`config.mk`:
```
export PLATFORM = sky130hd
export DESIGN_NAME = issue_group_tracker
export DESIGN_NICKNAME = d
export VERILOG_FILES = /design/src/rtl/igt_pkg.sv /design/src/rtl/igt_admit.sv /design/src/rtl/igt_state.sv /design/src/rtl/issue_group_tracker.sv
export SDC_FILE = /design/constraint.sdc
export NUM_CORES = 1
export LEC_CHECK = 0
export BUFFER_PORTS_ARGS = -buffer_cell sky130_fd_sc_hd__buf_4
export CAP_MARGIN = 20
export CELL_PAD_IN_SITES_DETAIL_PLACEMENT = 1
export CELL_PAD_IN_SITES_GLOBAL_PLACEMENT = 1
export CORE_AREA = 2 2 39 41
export DETAILED_ROUTE_END_ITERATION = 16
export DIE_AREA = 0 0 41 43
export PLACE_DENSITY_LB_ADDON = 0.1
export RECOVER_POWER = 50
export SKIP_CTS_REPAIR_TIMING = 1
export SLEW_MARGIN = 10
export SYNTH_ARGS = -nofsm -noshare
export SYNTH_HDL_FRONTEND = slang
export SYNTH_SLANG_ARGS = --single-unit
export TNS_END_PERCENT = 20
```
`constraint.sdc`:
```
create_clock -name clk -period 2 [get_ports clk]
set_clock_uncertainty 0.1 [all_clocks]
set_input_delay 0.1 -clock clk [delete_from_list [all_inputs] [get_ports clk]]
set_output_delay 0.1 -clock clk [all_outputs]
set_load 0.02 [all_outputs]
```
`src/rtl/igt_pkg.sv`:
```
package igt_pkg;
  typedef enum logic [2:0] {
    CLS_NOP   = 3'd0,
    CLS_GEN   = 3'd1,
    CLS_PIPE0 = 3'd2,
    CLS_PIPE1 = 3'd3,
    CLS_MEM   = 3'd4,
    CLS_BRANCH= 3'd5,
    CLS_SERIAL= 3'd6,
    CLS_RSVD  = 3'd7
  } igt_class_e;

  typedef struct packed {
    logic pipe0;
    logic pipe1;
    logic gen;
    logic mem;
    logic br;
    logic closed;
  } igt_flags_t;

  localparam igt_flags_t FLAGS_EMPTY = '{default: 1'b0};
endpackage

```
`src/rtl/igt_admit.sv`:
```
module igt_admit
  import igt_pkg::*;
#(
  parameter int INT_MAX = 2,
  parameter int CNT_W   = 2
) (
  input  igt_flags_t       cur_flags,
  input  logic [CNT_W-1:0] cur_cnt,
  input  logic [2:0]       cls,
  output logic             ok,
  output igt_flags_t       nxt_flags,
  output logic             cnt_inc
);
  logic room;
  logic all_free;

  assign room     = (cur_cnt < CNT_W'(INT_MAX));
  assign all_free = (cur_flags == FLAGS_EMPTY) && (cur_cnt == '0);

  always_comb begin
    ok        = 1'b0;
    nxt_flags = cur_flags;
    cnt_inc   = 1'b0;
    unique case (igt_class_e'(cls))
      CLS_NOP: ok = 1'b1;
      CLS_GEN: begin
        ok            = room;
        nxt_flags.gen = 1'b1;
        cnt_inc       = 1'b1;
      end
      CLS_PIPE0: begin
        ok              = room && !cur_flags.pipe0 && !cur_flags.gen;
        nxt_flags.pipe0 = 1'b1;
        cnt_inc         = 1'b1;
      end
      CLS_PIPE1: begin
        ok              = room && !cur_flags.pipe1 && !cur_flags.gen;
        nxt_flags.pipe1 = 1'b1;
        cnt_inc         = 1'b1;
      end
      CLS_MEM: begin
        ok            = !cur_flags.mem;
        nxt_flags.mem = 1'b1;
      end
      CLS_BRANCH: begin
        ok               = !cur_flags.br;
        nxt_flags.br     = 1'b1;
        nxt_flags.closed = 1'b1;
      end
      CLS_SERIAL: begin
        ok               = all_free;
        nxt_flags.closed = 1'b1;
      end
      default: ok = 1'b0;
    endcase
    if (cur_flags.closed) ok = 1'b0;
  end
endmodule

```
`src/rtl/igt_state.sv`:
```
module igt_state
  import igt_pkg::*;
#(
  parameter int CNT_W = 2
) (
  input  logic             clk,
  input  logic             rst,
  input  logic             clear,
  input  logic             commit,
  input  igt_flags_t       nxt_flags,
  input  logic             cnt_inc,
  output igt_flags_t       flags_q,
  output logic [CNT_W-1:0] cnt_q
);
  always_ff @(posedge clk) begin
    if (rst || clear) begin
      flags_q <= FLAGS_EMPTY;
      cnt_q   <= '0;
    end else if (commit) begin
      flags_q <= nxt_flags;
      if (cnt_inc) cnt_q <= cnt_q + CNT_W'(1);
    end
  end
endmodule

```
`src/rtl/issue_group_tracker.sv`:
```
module issue_group_tracker
  import igt_pkg::*;
#(
  parameter int INT_MAX = 2,
  localparam int CNT_W  = $clog2(INT_MAX + 1)
) (
  input  logic       clk,
  input  logic       rst,
  input  logic       new_cycle_i,
  input  logic       req_valid_i,
  input  logic [2:0] req_class_i,
  output logic       accept_o,
  output logic       group_closed_o
);
  igt_flags_t       st_flags;
  logic [CNT_W-1:0] st_cnt;
  igt_flags_t       upd_flags;
  logic             upd_inc;
  logic             admit_ok;

  igt_admit #(.INT_MAX(INT_MAX), .CNT_W(CNT_W)) u_admit (
    .cur_flags (st_flags),
    .cur_cnt   (st_cnt),
    .cls       (req_class_i),
    .ok        (admit_ok),
    .nxt_flags (upd_flags),
    .cnt_inc   (upd_inc)
  );

  igt_state #(.CNT_W(CNT_W)) u_state (
    .clk       (clk),
    .rst       (rst),
    .clear     (new_cycle_i),
    .commit    (accept_o),
    .nxt_flags (upd_flags),
    .cnt_inc   (upd_inc),
    .flags_q   (st_flags),
    .cnt_q     (st_cnt)
  );

  assign accept_o       = req_valid_i && admit_ok;
  assign group_closed_o = st_flags.closed;
endmodule

```
---- Yosys cells after proc, flatten, opt, wreduce, memory -nomap -nowiden ----
Cells that the tools add are included.
storage, ports and cells
  register bits after elaboration ......... 8
  bits of input ports ..................... 7
  output and inout port bits .............. 2
  logic and storage cells ................. 42
cells by class
  add/sub/neg operators ................... 1
  order comparisons ....................... 1
  equality and inequality tests ........... 6
  mux-type cells .......................... 3
  reduce and logical (&&, ||, !) cells .... 24
operators by type and width
  operator             number
  $reduce_and 2->1     7
  $eq 3x3->1 const B   3
  $pmux 1 s7           1
  $eq 3x2->1 const B   2
  $logic_and 1x1->1    6
  $logic_not 6->1      1
  $logic_not 1->1      5
  $eq 3x1->1 const B   1
  $logic_not 3->1      1
  $reduce_or 3->1      1
  $add 2x1->2 const B  1
  $logic_not 2->1      1
  $lt 2x2->1 const B   1
  $mux 1               2
  $reduce_or 2->1      1
  $logic_or 1x1->1     1

---- Logic depth before layout (Yosys ltp) ----
Gate-level depths: netlist (run 1).
  depth after elaboration ................. 7
  gate-level depth with buffers ........... 6
  gate-level depth less buffers ........... 6

---- Hierarchy ----
From an unflattened synthesis (run 1), not the netlist that was laid out.
second synthesis, totals
  cell total of the unflattened synthesis .. 57
  area, all modules ....................... 504.2 um2
by module, submodules not included
  module               instances  cells an instance  area each (um2)  sequential area each (um2)
  igt_state            1          30                 325.3            160.2
  igt_admit            1          26                 172.7            0.0
  issue_group_tracker  1          1                  6.3              0.0

---- Least setup slack after synthesis (run 1) ----
No wires, ideal clock.
  kind .................................... register to output
  start ................................... register u_state.flags_q[0] (netlist name)
  end ..................................... output port accept_o
  arrival ................................. 1.181 ns
  data required time ...................... 1.800 ns
  slack ................................... 0.619 ns
  stages on the path, launching flop included .. 4
  path buffers ............................ 0
  path through ............................ dfxtp_1 -> or3b_1 -> nor3_2 -> a211o_1
on the way
  word-level cells in the longest chain between the ends .. 5
RTL lines
  item                    line                       source
  from (decl)             igt_state.sv:12            output igt_flags_t flags_q,
  from (signal assigned)  igt_state.sv:20            flags_q <= nxt_flags;
  $logic_not 6->1         igt_admit.sv:18            assign all_free = (cur_flags == FLAGS_EMPTY) && (cur_cnt == '0);
  $logic_and 1x1->1       igt_admit.sv:18
  $pmux 1 s7              igt_admit.sv:24            unique case (igt_class_e'(cls))
  $mux 1 *                igt_admit.sv:56            if (cur_flags.closed) ok = 1'b0;
  $logic_and 1x1->1 *     issue_group_tracker.sv:41  assign accept_o = req_valid_i && admit_ok;
  to (decl)               issue_group_tracker.sv:12  output logic accept_o,
Mark *: on every way between the ends. The rest lies on a longest branch, timed or not.

---- Final worst setup path (run 1) ----
  start ................................... register u_state.cnt_q[1]
  end ..................................... output port accept_o
on the way
  word-level cells in the longest chain between the ends .. 6
  elaborated cells between the ends (all ways) .. 10
  those cells by class .................... order compare: 1; mux: 2; reduce/logical: 7
RTL lines
  item                                               line                              source
  from (decl)                                        igt_state.sv:13                   output logic [CNT_W-1:0] cnt_q
  from (signal assigned)                             igt_state.sv:21                   if (cnt_inc) cnt_q <= cnt_q + CNT_W'(1);
  $lt 2x2->1                                         igt_admit.sv:17                   assign room = (cur_cnt < CNT_W'(INT_MAX));
  $logic_and 1x1->1 (on tied branches) (2 in a row)  igt_admit.sv:37, igt_admit.sv:32
  $pmux 1 s7 *                                       igt_admit.sv:24
  $mux 1 *                                           igt_admit.sv:56
  $logic_and 1x1->1 *                                issue_group_tracker.sv:41
Marked as above.

==> results.md, run 1 <==
* Max Freq at about 550 MHz
* PD cells at ~670 nW/um2
* Met3 WL at 64 um
* Slew HR at 67.8%
* Met2 Routed Length at about 460 um
* Total GRT Usage at 15.6%
* Final Critical Period at 1.83 ns
* Clk root buf: clkbuf_4
* CTS Buf Count at 3
* Worst-skew pair later-pin latency at about 0.26 ns
* DRC at 0
* Area leader, netlist: dfxtp_1
* CP Launch Type: flip-flop
* CP required at 1.80 ns
* Die X-Extent at roughly 41 um
* Critical Path AT at about 1.6 ns
* Wirelength per Cell at 14.4 um
* Share of layout cells above drive strength 1 at a little over a quarter
* # H-tree levels at 1
* Antenna Nets Post-Route at 0
* Post-route cell area at 519 um2
* CP Capture Type: output pin
* TritonCTS clock tree: built
* Leakage at 0.221 nW
* Worst Hold Class: input pin to flip-flop
* Syn_area_per_cell at 8.53 um2
* Synth Instances at 50
* Met1 wire length at about 520 um
* First-pass GRT wire length at 1.75 mm
* Placed Area at about 490 um2
* Cell variety after synth at 28
* Vias per cell at between 5 and 6
* Die H at 43 um
* Flops & latches, synth at 8
* Largest net degree at the start of global routing at 10
* Register area share after synthesis at 37.5%
* Number of port buffers at 8
* Inserted Diodes at 0
* Overflow after GRT at 0
* Worst-Margin Slew at a little under 0.5 ns
* Die area at 1760 um2
* Num ports at 9
* DR top layer: met4
* Largest cells by area after synthesis: dfxtp_1 38%, nor2_1 7.0%, a21oi_1 4.7%
* Vias in the first global route at 389
* TNS Setup at 0 ns
* Fin. Hold Viols at 0
* Longest Clk Path Bufs at 2
* Crit path buf inv count at 2
* Kind of critical path: flip-flop to output pin
* Post-Syn Area at 427 um2
* Worst vdd ir at approximately 0.23 mV
* Max FO, Critical Path at 5
* RSZ-0062 raised after global routing: no
* Area growth syn-to-layout at 21.7%
* Max cap viols at 0
* Reg clk slew, reported paths at 0.05 ns
* Worst path top cell family by delay: compound AO/OA/AOI/OAI gates
* Post-Syn Nets at 58
* Pins Over Slew Limit at 0
* Setup-failing EPs final at 0
* Pre-antenna DRT Iters at 2
* Clock sinks at 8
* Global placer's final weighted congestion at 0.701
* Status: completed
* Final WL at 1.08 mm
* Layout net count at slightly below 70
* Iter 0 DRT Violations at 4
* Top cell type's share of synthesized area at 37.5%
* Initial antenna violation count at 0
* Core Region at 1380 um2
* Vias post-DR at between 300 and 400
* Warnings, synthesis at 0
* Rows at 14
* Initial Util at slightly above 30%
* Slowest CP cell: dfxtp_2
* Final period util at 91.5%
* Largest stage delay, worst path at roughly 0.37 ns
* Post-DP HPWL at 782 um
* CP cell instances: inv_1 > ha_1 > nor4bb_1 > a2bb2oi_1 > nor3_2 > a211o_1 > buf_4
## Yosys cell counts
library cell / n
dfxtp_1: 8
nor2_1: 8
a21oi_1: 4
a31oi_1: 3
a21o_1: 2
inv_1: 2
nand3_1: 2
a211o_1: 1
a2bb2oi_1: 1
and2b_4: 1
buf_4: 1
clkbuf_2: 1
clkinv_1: 1
ha_1: 1
mux2_4: 1
nand2_1: 1
nor2b_1: 1
nor3_1: 1
nor3_2: 1
nor4_1: 1
nor4bb_1: 1
o21ai_0: 1
o21ai_1: 1
o21ba_1: 1
o22ai_1: 1
or2_0: 1
or3b_1: 1
or3b_4: 1
## logic make-up after synthesis
logic type | Yosys count | synth area share, %
AO/OA/AOI/OAI | 15 | 22.9
buffers and inverters | 5 | 5.57
multiplexers | 1 | 3.52
flip-flops | 8 | 37.5
AND/OR/NAND/NOR | 20 | 27.6
adder cells (fa/ha/maj) | 1 | 2.93
## sequential cells by signal, summed over array words and instances (netlist names)
register	flops
u_state.cnt_q	2
u_state.flags_q	6
## worst register-to-register path: cells and delay by family, from the launching register on
family	cells	cell delay [ns]
flops	1	0.34
compound gates	1	0.14
simple gates	3	0.75
## layout by cell type (no fill, tap or decap), types with 2 or more instances in the layout
| cell type | instances |
|---|---|
| inv_1 | 2 |
| a21oi_1 | 4 |
| nor3_2 | 2 |
| a21o_1 | 2 |
| nor2_1 | 8 |
| clkbuf_4 | 3 |
| buf_4 | 7 |
| a31oi_1 | 3 |
| nand3_1 | 2 |
| dfxtp_1 | 7 |
## report_power, final
part           internal (mW)  switching [mW]
clock network         0.0689          0.0590
registers              0.162         0.00188
logic                 0.0279          0.0290
## metrics by stage
step | std cells | worst slack (ns) | power [mW] | hold slack [ns] | utilization (%)
global route | 75 | 0.0430 | 0.373 | 0.0805 | 37.5
detailed placement | 72 | 0.413 | 0.224 | 0.306 | 35.7
CTS | 75 | 0.110 | 0.354 | 0.0395 | 37.3
finish | 75 | 0.170 | 0.349 | 0.0423 | 37.5
global placement | 72 | 0.415 | 0.224 | 0.301 | 35.7
floorplan | 50 | 0.619 | 0.203 | 0.149 | -
## worst paths after layout
| kind | start | end | slack, ns | cells after the start |
|---|---|---|---|---|
| worst min register to register | u_state.flags_q[4] | u_state.flags_q[4] | 0.40 | 2 |
| worst max register to register | u_state.flags_q[0] | u_state.cnt_q[1] | 0.59 | 4 |
| worst min-delay path | req_class_i[2] | u_state.flags_q[2] | 0.04 | 3 |
| worst max-delay path | u_state.cnt_q[1] | accept_o | 0.17 | 7 |
## layer usage
metal | up-vias | GRT usage (%)
met4 | 0 | 12.0
met2 | 9 | 20.6
li1 | 198 | -
met3 | 4 | 4.71
met5 | - | 0
met1 | 176 | 20.1
## cell type report
type / count / area, um2
fillers: 166 / 865
multi-input cells: 37 / 248
flip-flops and latches: 8 / 161
repair buffers: 8 / 56.3
clock buffers: 3 / 22.5
well taps: 16 / 20.0
inverters: 3 / 11.3
(Power assumes the default switching activity.)
==> inputs of run 2 (changes only) <==
- BUFFER_PORTS_ARGS: -buffer_cell sky130_fd_sc_hd__buf_4 -> -buffer_cell sky130_fd_sc_hd__buf_2
- CORE_AREA: 2 2 39 41 -> 3 3 40 42
- DIE_AREA: 0 0 41 43 -> 0 0 43 45
==> results.md, run 2 (same netlist as run 1, synthesis figures left out) <==
* Worst Hold Class: input pin to flip-flop
* CP Capture Type: output pin
* Post-DP HPWL at 816 um
* Max Freq at ~540 MHz
* Clk root buf: clkbuf_4
* Critical Path AT at 1.64 ns
* Most flops, register: u_state.flags_q
* CP required at 1.80 ns
* First-pass GRT wire length at 1.79 mm
* Rows at 13
* CP Launch Type: flip-flop
* Flip-flop count of the largest register after layout at 6
* Iter 0 DRT Violations at 5
* Pre-antenna DRT Iters at 4
* Largest regs: u_state.flags_q x6, u_state.cnt_q x2
* RSZ-0062 raised after global routing: no
* Pre-CTS WS at 0.426 ns
* Initial antenna violation count at 0
* Setup-failing EPs final at 0
* Longest Clk Path Bufs at 2
* Antenna Nets Post-Route at 0
* Layout net count at 69
* Psw at 91.9 uW
* Slew HR at 68.9%
* Largest net degree at the start of global routing at 10
* Inserted Diodes at 0
* Flop pwr share at a little under half
* Most frequent cells in the layout: 8 x nor2_1, 8 x dfxtp_1, 7 x buf_2
* TritonCTS clock tree: built
* Clock sinks at 8
* Wirelength per Cell at 14.5 um
* # H-tree levels at 1
* Switch share at 26.6%
* PD cells at 700 nW/um2
* Final period util at 92.2%
* Final Critical Period at roughly 1.8 ns
* Leakage at roughly 0.21 nW
* Comb pwr share at 14.8%
* Initial Util at 33.2%
* Max cap viols at 0
* DRC at 0
* Reg clk slew, reported paths at 0.06 ns
* Vias in the first global route at 412
* Int Power at approximately 250 uW
* Share of layout cells above drive strength 1 at 23.7%
* Pins Over Slew Limit at 0
* Area growth syn-to-layout at 15.8%
* CTS Buf Count at 3
* Vias per cell at 5.38
* Worst-Margin Slew at approximately 0.47 ns
* Status: completed
* Global placer's final weighted congestion at 0.767
* Final WL at between 1 and 1.5 mm
* Fin. Hold Viols at 0
* Total GRT Usage at 13.4%
* Die H at between 40 and 50 um
* Setup ws final at 0.157 ns
* Worst vdd ir at roughly 0.41 mV
* Number of port buffers at 8
* Kind of critical path: flip-flop to output pin
* Core Region at 1280 um2
* Overflow after GRT at 0
* Clock power share at 37.8%
* Max FO, Critical Path at 5
* Num ports at 9
* Die X-Extent at between 40 and 50 um
* Worst-skew pair later-pin latency at 0.26 ns
* Die area at 1940 um2
* Vias post-DR at 398
* TNS Setup at 0 ns
-- run 2: cell type report --
class	count	area [um2]
fillers	157	791
multi-input cells	37	243
flip-flops and latches	8	160
repair buffers	8	38.8
clock buffers	3	22.5
well taps	15	18.8
inverters	3	11.3
-- run 2: metrics by stage --
step | util [%] | total power [mW] | hold slack [ns] | area (um2) | std cells
after global placement | 36.8 | 0.217 | 0.312 | 473 | 71
after floorplan | - | 0.203 | 0.149 | 427 | 50
after detailed placement | 36.8 | 0.219 | 0.342 | 473 | 71
after global routing | 38.5 | 0.369 | 0.0814 | 494 | 74
final | 38.5 | 0.346 | 0.0734 | 494 | 74
after CTS | 38.6 | 0.354 | 0.0616 | 495 | 74
-- run 2: power by group through the flow --
stage	combinational, mW	clock [mW]	sequential, mW
after floorplan	0.0361	0	0.167
after global placement	0.0499	0	0.167
after detailed placement	0.0512	0	0.167
after global routing	0.0565	0.149	0.164
final	0.0512	0.131	0.164
after CTS	0.0514	0.139	0.164
-- run 2: final timing paths --
| check | start | endpoint | slack [ns] | cells past startpoint |
|---|---|---|---|---|
| setup reg to reg | u_state.flags_q[0] | u_state.cnt_q[0] | 0.56 | 4 |
| setup / recovery | u_state.cnt_q[1] | accept_o | 0.16 | 7 |
| hold / removal | req_class_i[2] | u_state.flags_q[1] | 0.07 | 3 |
| hold reg to reg | u_state.flags_q[1] | u_state.flags_q[1] | 0.39 | 2 |
-- run 2: layer usage --
layer | wire length (um) | track usage, %
met1 | 491 | 14.5
met5 | 0 | 0
met3 | 30 | 2.39
met2 | 508 | 21.3
met4 | 45 | 14.5
-- run 2: critical path: stages (launching register included) --
cell and delay, ns:
dfxtp_1 0.40, inv_1 0.09, ha_1 0.17, nor4bb_1 0.12, a2bb2oi_1 0.15, nor3_1 0.08, a211o_1 0.22, buf_2 0.16
